File: src/rtl/mbox_status.sv
module mbox_status #(
  parameter int DW = 8
) (
  input  logic          clk,
  input  logic          rst_n,
  input  logic          h_a2,
  input  logic          h_rd,
  input  logic          h_wr,
  input  logic [DW-1:0] h_wdata,
  output logic [DW-1:0] h_rdata,
  input  logic [1:0]    c_addr,
  input  logic          c_rd,
  input  logic          c_wr,
  input  logic [DW-1:0] c_wdata,
  output logic [DW-1:0] c_rdata,
  output logic          irq
);
  localparam logic [1:0] A_IN   = 2'd0;
  localparam logic [1:0] A_OUT  = 2'd1;
  localparam logic [1:0] A_STAT = 2'd2;
  localparam logic [1:0] A_CTRL = 2'd3;

  logic [DW-1:0] inb_q, outb_q;
  logic          ibf_q, obf_q, cmd_q, ien_q;
  logic [4:0]    gp_q;
  logic [7:0]    status;

  wire c_wr_out  = c_wr && c_addr == A_OUT;
  wire c_wr_stat = c_wr && c_addr == A_STAT;
  wire c_wr_ctrl = c_wr && c_addr == A_CTRL;
  wire c_rd_in   = c_rd && c_addr == A_IN;
  wire h_rd_out  = h_rd && !h_a2;

  wire obf_set = c_wr_out;
  wire obf_clr = h_rd_out || (c_wr_stat && !c_wdata[0]);
  wire ibf_set = h_wr;
  wire ibf_clr = c_rd_in;

  assign status = {gp_q[4:1], cmd_q, gp_q[0], ibf_q, obf_q};

  always_ff @(posedge clk or negedge rst_n) begin
    if (!rst_n) begin
      inb_q  <= '0;
      outb_q <= '0;
      ibf_q  <= 1'b0;
      obf_q  <= 1'b0;
      cmd_q  <= 1'b0;
      ien_q  <= 1'b0;
      gp_q   <= '0;
    end else begin
      if (h_wr) begin
        inb_q <= h_wdata;
        cmd_q <= h_a2;
      end
      if (c_wr_out)  outb_q <= c_wdata;
      if (c_wr_stat) gp_q   <= {c_wdata[7:4], c_wdata[2]};
      if (c_wr_ctrl) ien_q  <= c_wdata[0];
      ibf_q <= ibf_set || (ibf_q && !ibf_clr);
      obf_q <= obf_set || (obf_q && !obf_clr);
    end
  end

  assign h_rdata = h_a2 ? DW'(status) : outb_q;

  always_comb begin
    case (c_addr)
      A_IN:    c_rdata = inb_q;
      A_OUT:   c_rdata = outb_q;
      A_STAT:  c_rdata = DW'(status);
      default: c_rdata = DW'(ien_q);
    endcase
  end

  assign irq = ibf_q && ien_q;

  assert_obf_set_R2: assert property (@(posedge clk) disable iff (!rst_n)
    c_wr_out |=> (status[0] && outb_q == $past(c_wdata)));

  assert_obf_hclr_R3: assert property (@(posedge clk) disable iff (!rst_n)
    (h_rd_out && !c_wr_out) |=> !status[0]);

  assert_obf_w1_R4: assert property (@(posedge clk) disable iff (!rst_n)
    (c_wr_stat && c_wdata[0] && !h_rd) |=> status[0] == $past(status[0]));

  assert_ibf_set_R5: assert property (@(posedge clk) disable iff (!rst_n)
    h_wr |=> status[1]);

  assert_cmd_cap_R6: assert property (@(posedge clk) disable iff (!rst_n)
    h_wr |=> status[3] == $past(h_a2));

  assert_ro_bits_R7: assert property (@(posedge clk) disable iff (!rst_n)
    (c_wr_stat && !h_wr && !c_rd) |=> (status[1] == $past(status[1]) && status[3] == $past(status[3])));

  assert_stat_rd_R8: assert property (@(posedge clk) disable iff (!rst_n)
    (h_rd && h_a2 && !h_wr && !c_wr && !c_rd) |=> $stable(status));

  assert_set_wins_R9: assert property (@(posedge clk) disable iff (!rst_n)
    (c_wr_out && h_rd_out) |=> status[0]);

  assert_irq_R10: assert property (@(posedge clk) disable iff (!rst_n)
    (h_wr && ien_q && !c_wr_ctrl) |=> irq);
endmodule

File: config.mk
export PLATFORM = sky130hd
export DESIGN_NAME = mbox_status
export DESIGN_NICKNAME = d
export VERILOG_FILES = /design/src/rtl/mbox_status.sv
export SDC_FILE = /design/constraint.sdc
export NUM_CORES = 1
export LEC_CHECK = 0
export CELL_PAD_IN_SITES_DETAIL_PLACEMENT = 2
export CELL_PAD_IN_SITES_GLOBAL_PLACEMENT = 2
export CORE_MARGIN = 4
export CORE_UTILIZATION = 33
export CTS_BUF_LIST = sky130_fd_sc_hd__clkbuf_2
export DETAILED_ROUTE_END_ITERATION = 8
export GPL_ROUTABILITY_DRIVEN = 0
export GPL_TIMING_DRIVEN = 0
export PLACE_DENSITY_LB_ADDON = 0.05
export RECOVER_POWER = 50
export SLEW_MARGIN = 20
export SYNTH_ARGS = -nofsm -noshare
export SYNTH_HDL_FRONTEND = slang
export SYNTH_SLANG_ARGS = --single-unit
export TNS_END_PERCENT = 1
File: constraint.sdc
create_clock -name clk -period 2.5 [get_ports clk]
set_clock_uncertainty 0.15 [all_clocks]
set_input_delay 0.625 -clock clk [delete_from_list [all_inputs] [get_ports clk]]
set_output_delay 0.625 -clock clk [all_outputs]
set_load 0.05 [all_outputs]
==> results of run 1 <==
==> registers in the layout, indices dropped and copies added, names as in the netlist <==
register  flops
cmd_q         1
gp_q          5
ibf_q         1
ien_q         1
inb_q         8
obf_q         1
outb_q        8
==> where the power goes <==
| part | switching [mW] | internal (mW) | total (mW) |
|---|---|---|---|
| clock network | 0.124 | 0.0422 | 0.166 |
| logic | 0.266 | 0.173 | 0.439 |
| registers | 0.0428 | 0.465 | 0.508 |
| total | 0.433 | 0.680 | 1.11 |
==> layout make-up <==
cell class / instances / area [um2]
plain buffers: 5 / 38.8
clock buffers: 4 / 20.0
inverters: 1 / 3.75
flip-flops and latches: 25 / 626
multi-input cells: 56 / 583
repair buffers: 40 / 359
well taps: 48 / 60.1
fillers: 389 / 1970
==> kinds of logic (layout without fill, tap and decap cells) <==
group | after synthesis | after routing
mux | 39 | 39
flops | 25 | 25
compound gates | 9 | 9
simple gates | 8 | 8
buf+inv | 6 | 50
==> stage by stage <==
step,util (%),instances,TNS (ps),area (um2)
finish,46.2,179,0,1690
global route,46.2,179,-18.2,1690
CTS,45.7,178,0,1670
detailed placement,46.2,174,-10160,1690
global placement,46.3,174,-9710,1700
floorplan,-,87,0,1240
==> placed cells by master (no fill, tap or decap), drive strengths merged, types with 2 or more instances in the layout <==
cell	Yosys	routed
o2bb2ai	7	7
nand3b	2	2
dlygate4sd3	0	3
dlygate4sd2	0	9
clkdlybuf4s15	0	2
clkbuf	1	12
buf	4	7
mux2	31	31
nor2b	2	2
dfrtp	25	25
clkdlybuf4s50	0	16
mux2i	7	7
==> critical path: cells and delay by family <==
family	cells	cell delay [ps]
buffers and inverters	2	460
muxes	1	600
==> metal layers <==
metal | track usage, % | share of wire (%) | vias up
met5 | 0 | 0 | -
met4 | 4.56 | 0.77 | 0
met3 | 3.91 | 3.8 | 2
met2 | 26.0 | 51 | 23
met1 | 19.5 | 45 | 472
li1 | - | - | 414
==> final timing paths <==
| check | start | endpoint | slack, ps |
|---|---|---|---|
| max | c_addr[0] | c_rdata[0] | 30 |
| min | rst_n | inb_q[6] | 380 |
| max reg2reg | gp_q[1] | gp_q[1] | 1540 |
| min reg2reg | inb_q[1] | inb_q[1] | 400 |
| max in group asynchronous | rst_n | inb_q[5] | 980 |
| min in group clk | inb_q[1] | inb_q[1] | 400 |
==> what timing repair did <==
action	in CTS	in global routing
pin swaps	0	0
setup endpoints to repair	17	7
resized for setup	58	8
gates cloned	0	1
==> reports/qor.yml, run 1 <==
synth_fa_ha_area_share_pct: 0
synth_area_leaders: "dfrtp_1, mux2_2, mux2i_1"
cts_tree: "done"
crit_fanout: 5
grt.total_usage_pct: 15.5
maxCapViolCount: 0
clkLatencyLatePin_ps: 330
cp-start-kind: "input port"
synth.largest_area_cell: "dfrtp_1"
die_h_um: 69.4
critical-path-max-stage-delay_ps: 600
fin_nets: 157
syn-num-nets: 112
path_cells: "clkdlybuf4s15_2, mux4_1, buf_4"
yosysMostFrequentCell: "mux2_2"
post_cts_buffers: 0
drc: 0
cp_data_arrival_time_ps: 1690
critPathSlowestCell: "mux4_1"
worst_slew_pin_slew_ps: 1410
ant_nets: 0
synth_top_family_by_area: "multiplexers"
syn_area_um2: 1240
io-pin-count: 42
cp.required_ps: 1730
grt_pass1_vias: 1054
areaGrowthSynthToFinish_pct: 35.8
fmax_mhz: 405
grt_max_degree: 26
end_kind: "output port"
clock_sinks: 25
whs_ps: 381
rows: 22
cts_root_buf: "clkbuf_2"
layout_min_cycle_time_ps: 2470
cts_buffers: 3
synthTopCellsByCount: "mux2_2, dfrtp_1, mux2i_1, o2bb2ai_1"
yosys.area.top_type_share_pct: 50.3
clk_path_buf_depth: 2
vdd_drop_max_v: 0.000288
viasPerCell: 5.09
dieArea_um2: 4820
io_buffers: 39
htree_levels: 1
crit_type: "in2out"
drt-initial-drc-count: 43
via_count: 911
routedWlPerCell_um: 19.5
n_antenna_cell: 0
syn_area_per_cell_um2: 14.3
yosysWarnings: 0
grt_pass1_wl_mm: 5.82
overflow: 0
finalPower_mw: 1.11
drv_slew: 0
dp_hpwl_mm: 2.52
hold_path.class: "in2async"
layout-drive-gt1-share_pct: 38.2
synthArstFlopShare_pct: 100
cellPowerDensity_nw_per_um2: 658
synthCells: 87
synth-compound-area-share_pct: 6.13
first_pass_iters: 2
synth_xor_area_share_pct: 0
synth-simple-area-share_pct: 4.92
hold_viol: 0
fin_crit_sh_pct: 98.6
reg2reg_depth: 1
cts_hold_buffers: 0
clkSlewWorstSetupHoldPaths_ps: 260
synth_ff_type: "dfrtp_1"
setup_ws_ps: 33.8
muxShareOfSynthArea_pct: 35.8
wirelength_mm: 3.49
initial_utilization_pct: 34.0
synth_enable_flop_cells: 0
status: "finished clean"
finalSetupViolations: 0
synth_seq_area_share_pct: 50.3
slew-limit-headroom_pct: 6.27
core_area_um2: 3660
post-place-ws_ps: -1090
antenna_found_initial: 0
die-width_um: 69.4
yosys_register_bits: 25
leakage_nw: 0.730
synth_cell_type_count: 19
Power figures use the tool's default switching activity.
==> inputs of run 2 (changes only) <==
Clock period 2.5 ns to 3 ns, I/O delays scaled along.
==> reports/qor.yml, run 2 (same netlist as run 1, synthesis figures left out) <==
critical-path-max-stage-delay_ps: 340
grt_max_degree: 26
drt-initial-drc-count: 25
top_regs: "inb_q (8), outb_q (8), gp_q (5)"
core_area_um2: 3660
overflow: 0
vdd_drop_max_v: 0.000239
rsz0062_at_grt: "no"
worst_slew_pin_slew_ps: 1400
cts_buffers: 3
maxUsedRoutingLayer: "met4"
io_buffers: 39
first_pass_iters: 4
cp_data_arrival_time_ps: 1930
mostFrequentLayoutCell: "mux2_2"
met1_length_mm: 1.50
drv_slew: 0
r2r-start: "gp_q[1]"
leakage_nw: 0.796
rows: 22
hold_path_depth: 1
reg2reg_depth: 1
setup_tns_ps: 0
p_int_mw: 0.577
cts_root_buf: "clkbuf_2"
slew-limit-headroom_pct: 6.75
cp.required_ps: 2100
layout-drive-gt1-share_pct: 36.9
ff2ff_setup_slack_ps: 2040
hold_path.class: "reg2reg"
critPathSlowestCell: "dlygate4sd2_1"
n_antenna_cell: 0
p_sw_mw: 0.358
path_buf_inv: 3
hold_viol: 0
clkSlewWorstSetupHoldPaths_ps: 210
reg2reg_to: "gp_q[1]"
via_count: 910
crit_type: "in2out"
initial_utilization_pct: 34.0
fin_util_pct: 46.5
grt.total_usage_pct: 15.5
dp_hpwl_mm: 2.52
cts_tree: "done"
layout_common_cells: "mux2_2, dfrtp_1, clkdlybuf4s50_1"
die-width_um: 69.4
htree_levels: 1
wl_met3_um: 131
status: "finished clean"
end_kind: "output port"
layout_min_cycle_time_ps: 2830
die_h_um: 69.4
grt_pass1_vias: 1054
finalSetupViolations: 0
fmax_mhz: 354
clk_path_buf_depth: 2
drc: 0
finalPower_mw: 0.934
cp-start-kind: "input port"
dpl_cell_area_um2: 1690
power_frac_clock_pct: 14.6
cts_hold_buffers: 0
path_delay_family: "buffers and inverters"
wirelength_mm: 3.46
areaGrowthSynthToFinish_pct: 36.7
whs_endpoint: "inb_q[1]"
cellPowerDensity_nw_per_um2: 549
grt_pass1_wl_mm: 5.82
p_seq_share_pct: 45.2
path_cells: "dlygate4sd2_1, nor2b_1, clkbuf_2, o2bb2ai_1, buf_2"
min_from: "inb_q[1]"
n_fill_cell: 375
antenna_found_initial: 0
io-pin-count: 42
comb_power_share_pct: 40.2
crit_fanout: 7
clock_sinks: 25
wl_met2_mm: 1.80
viasPerCell: 5.11
ant_nets: 0
routedWlPerCell_um: 19.4
post_cts_buffers: 0
p_sw_share_pct: 38.3
maxCapViolCount: 0
fin_crit_sh_pct: 94.2
finalInstanceArea_um2: 1700
fin_nets: 156
clkLatencyLatePin_ps: 330
dieArea_um2: 4820
-- run 2: changes by cell type in the layout (fill, tap and decap cells not counted) --
| cell | delta |
|---|---|
| dlymetal6s2s_1 | +9 |
| dlygate4sd2_1 | -8 |
| clkbuf_4 | -6 |
| buf_2 | +4 |
| clkbuf_2 | +1 |
| clkdlybuf4s15_1 | -1 |
| clkdlybuf4s15_2 | -1 |
| clkdlybuf4s50_1 | +1 |
-- run 2: power groups by stage --
stage | clock network (mW) | registers, mW | logic (mW)
finish | 0.136 | 0.423 | 0.375
global route | 0.166 | 0.432 | 0.398
CTS | 0.145 | 0.423 | 0.386
detailed placement | 0 | 0.430 | 0.396
global placement | 0 | 0.424 | 0.386
floorplan | 0 | 0.416 | 0.261
-- run 2: final cells by class --
cell class | instances | area (um2) | share of cell area [%]
multi-input cells | 56 | 583 | 34.3
inverters | 1 | 3.75 | 0.221
repair buffers | 39 | 373 | 21.9
clock buffers | 4 | 20.0 | 1.18
flip-flops and latches | 25 | 626 | 36.8
well taps | 48 | 60.1 | 3.53
plain buffers | 5 | 36.3 | 2.13
-- run 2: stage by stage --
| stage | setup WS, ps | std cells | hold WS (ps) |
|---|---|---|---|
| finish | 173 | 178 | 400 |
| global placement | -772 | 174 | 344 |
| CTS | 0.348 | 178 | 202 |
| floorplan | 294 | 87 | 304 |
| global route | 129 | 178 | 431 |
| detailed placement | -845 | 174 | 358 |
-- run 2: worst max-delay path by stage --
stage,from,to,slack [ps],cells after the start
final,c_addr[0],c_rdata[1],170,5
after global routing,c_addr[0],c_rdata[3],130,5
after CTS,h_a2,h_rdata[6],0.3,3
after detailed placement,c_addr[0],c_rdata[7],-840,5
after global placement,c_addr[0],c_rdata[5],-770,5
after floorplan,c_addr[1],c_rdata[1],290,3
-- run 2: repair_timing --
item	CTS	global route
gates cloned	0	0
resized for setup	46	9
setup endpoints to repair	8	16
-- run 2: layer usage --
metal | vias up | track usage (%)
met2 | 23 | 26.0
met5 | - | 0
li1 | 413 | -
met4 | 0 | 4.56
met1 | 472 | 19.5
met3 | 2 | 3.91
==> inputs of run 3 (changes only) <==
Settings changed: SKIP_LAST_GASP set to 1.
==> reports/qor.yml, run 3 (same netlist as run 1, synthesis figures left out) <==
status: "finished clean"
first_pass_iters: 2
fin_crit_sh_pct: 99.5
vdd_drop_max_v: 0.000247
hold_viol: 0
antenna_found_initial: 0
areaGrowthSynthToFinish_pct: 35.1
cts_buffers: 3
hold_path_depth: 1
io_buffers: 39
reg2reg_depth: 1
cp.depth: 3
path_buf_inv: 2
finalPower_mw: 0.938
die_h_um: 69.4
maxCapViolCount: 0
whs_ps: 400
dieArea_um2: 4820
core_area_um2: 3660
ant_nets: 0
cts_tree: "done"
crit_fanout: 10
io-pin-count: 42
fin_nets: 156
clkSlewWorstSetupHoldPaths_ps: 210
fmax_mhz: 335
setup_ws_ps: 15.5
drc: 0
dp_hpwl_mm: 2.52
path_cells: "buf_2, mux2_2, clkdlybuf4s50_1"
htree_levels: 1
via_count: 910
routedWlPerCell_um: 19.4
grt_max_degree: 26
drt-initial-drc-count: 33
initial_utilization_pct: 34.0
grt_pass1_wl_mm: 5.82
setup_tns_ps: 0
viasPerCell: 5.11
rsz0062_at_grt: "yes"
top_regs: "inb_q (8), outb_q (8), gp_q (5)"
cp-start-kind: "input port"
critPathSlowestCell: "clkdlybuf4s50_1"
layout_common_cells: "mux2_2, dfrtp_1, clkdlybuf4s50_1"
n_antenna_cell: 0
finalSetupViolations: 0
wirelength_mm: 3.46
critical-path-max-stage-delay_ps: 700
clock_sinks: 25
grt_pass1_vias: 1054
die-width_um: 69.4
post-place-ws_ps: -845
cp_data_arrival_time_ps: 2080
cts_root_buf: "clkbuf_2"
leakage_nw: 0.719
clk_path_buf_depth: 2
grt.total_usage_pct: 15.5
crit_type: "in2out"
end_kind: "output port"
rows: 22
dpl_cell_area_um2: 1690
layout-drive-gt1-share_pct: 36.9
layout_min_cycle_time_ps: 2980
mostFrequentLayoutCell: "mux2_2"
drv_slew: 0
post_cts_buffers: 0
hold_path.class: "reg2reg"
clkLatencyLatePin_ps: 330
ff2ff_setup_slack_ps: 2040
cellPowerDensity_nw_per_um2: 558
finalInstanceArea_um2: 1680
worst_slew_pin_slew_ps: 1400
slew-limit-headroom_pct: 6.45
overflow: 0
cp.required_ps: 2100
n_fill_cell: 377
path_delay_family: "buffers and inverters"
run 3: cell types whose count changed in the layout (fill, tap and decap cells not counted):
cell / before / now
dlymetal6s2s_1: 9 / 1
clkdlybuf4s50_1: 17 / 25
run 3: layout make-up:
type	instances	area [um2]	share of cell area, %
Buffer	5	36.3	2.16
Multi-Input combinational cell	56	583	34.7
Clock buffer	4	20.0	1.19
Timing Repair Buffer	39	353	21.0
Tap cell	48	60.1	3.57
Sequential cell	25	626	37.2
Inverter	1	3.75	0.223
run 3: report_power, final:
part | total [mW] | switching (mW) | internal (mW)
logic | 0.378 | 0.222 | 0.157
registers | 0.423 | 0.0353 | 0.387
clock network | 0.137 | 0.102 | 0.0352
run 3: timing repair:
item / 4_1_cts / 5_1_grt
gates resized for setup: 46 / 1
hold buffers: 0 / 0
setup endpoints to repair: 8 / 16
run 3: worst paths after layout:
check                      startpoint         end
min in group asynchronous       rst_n    inb_q[6]
max in group asynchronous       rst_n    inb_q[5]
max reg2reg                   gp_q[1]     gp_q[1]
max                              h_a2  h_rdata[6]
min reg2reg                  inb_q[3]    inb_q[3]
min                          inb_q[3]    inb_q[3]
run 3: per-layer routing:
| metal | global-route usage, % | share of wire (%) | up-vias |
|---|---|---|---|
| met4 | 4.56 | 0.69 | 0 |
| met5 | 0 | 0 | - |
| met1 | 19.5 | 44 | 472 |
| li1 | - | - | 413 |
| met2 | 26.0 | 52 | 23 |
| met3 | 3.91 | 3.6 | 2 |
run 3: metrics by stage:
| stage | std cells | utilization (%) |
|---|---|---|
| floorplan | 87 | - |
| global placement | 174 | 46.3 |
| detailed placement | 174 | 46.2 |
| CTS | 178 | 45.9 |
| global route | 178 | 45.9 |
| finish | 178 | 45.9 |
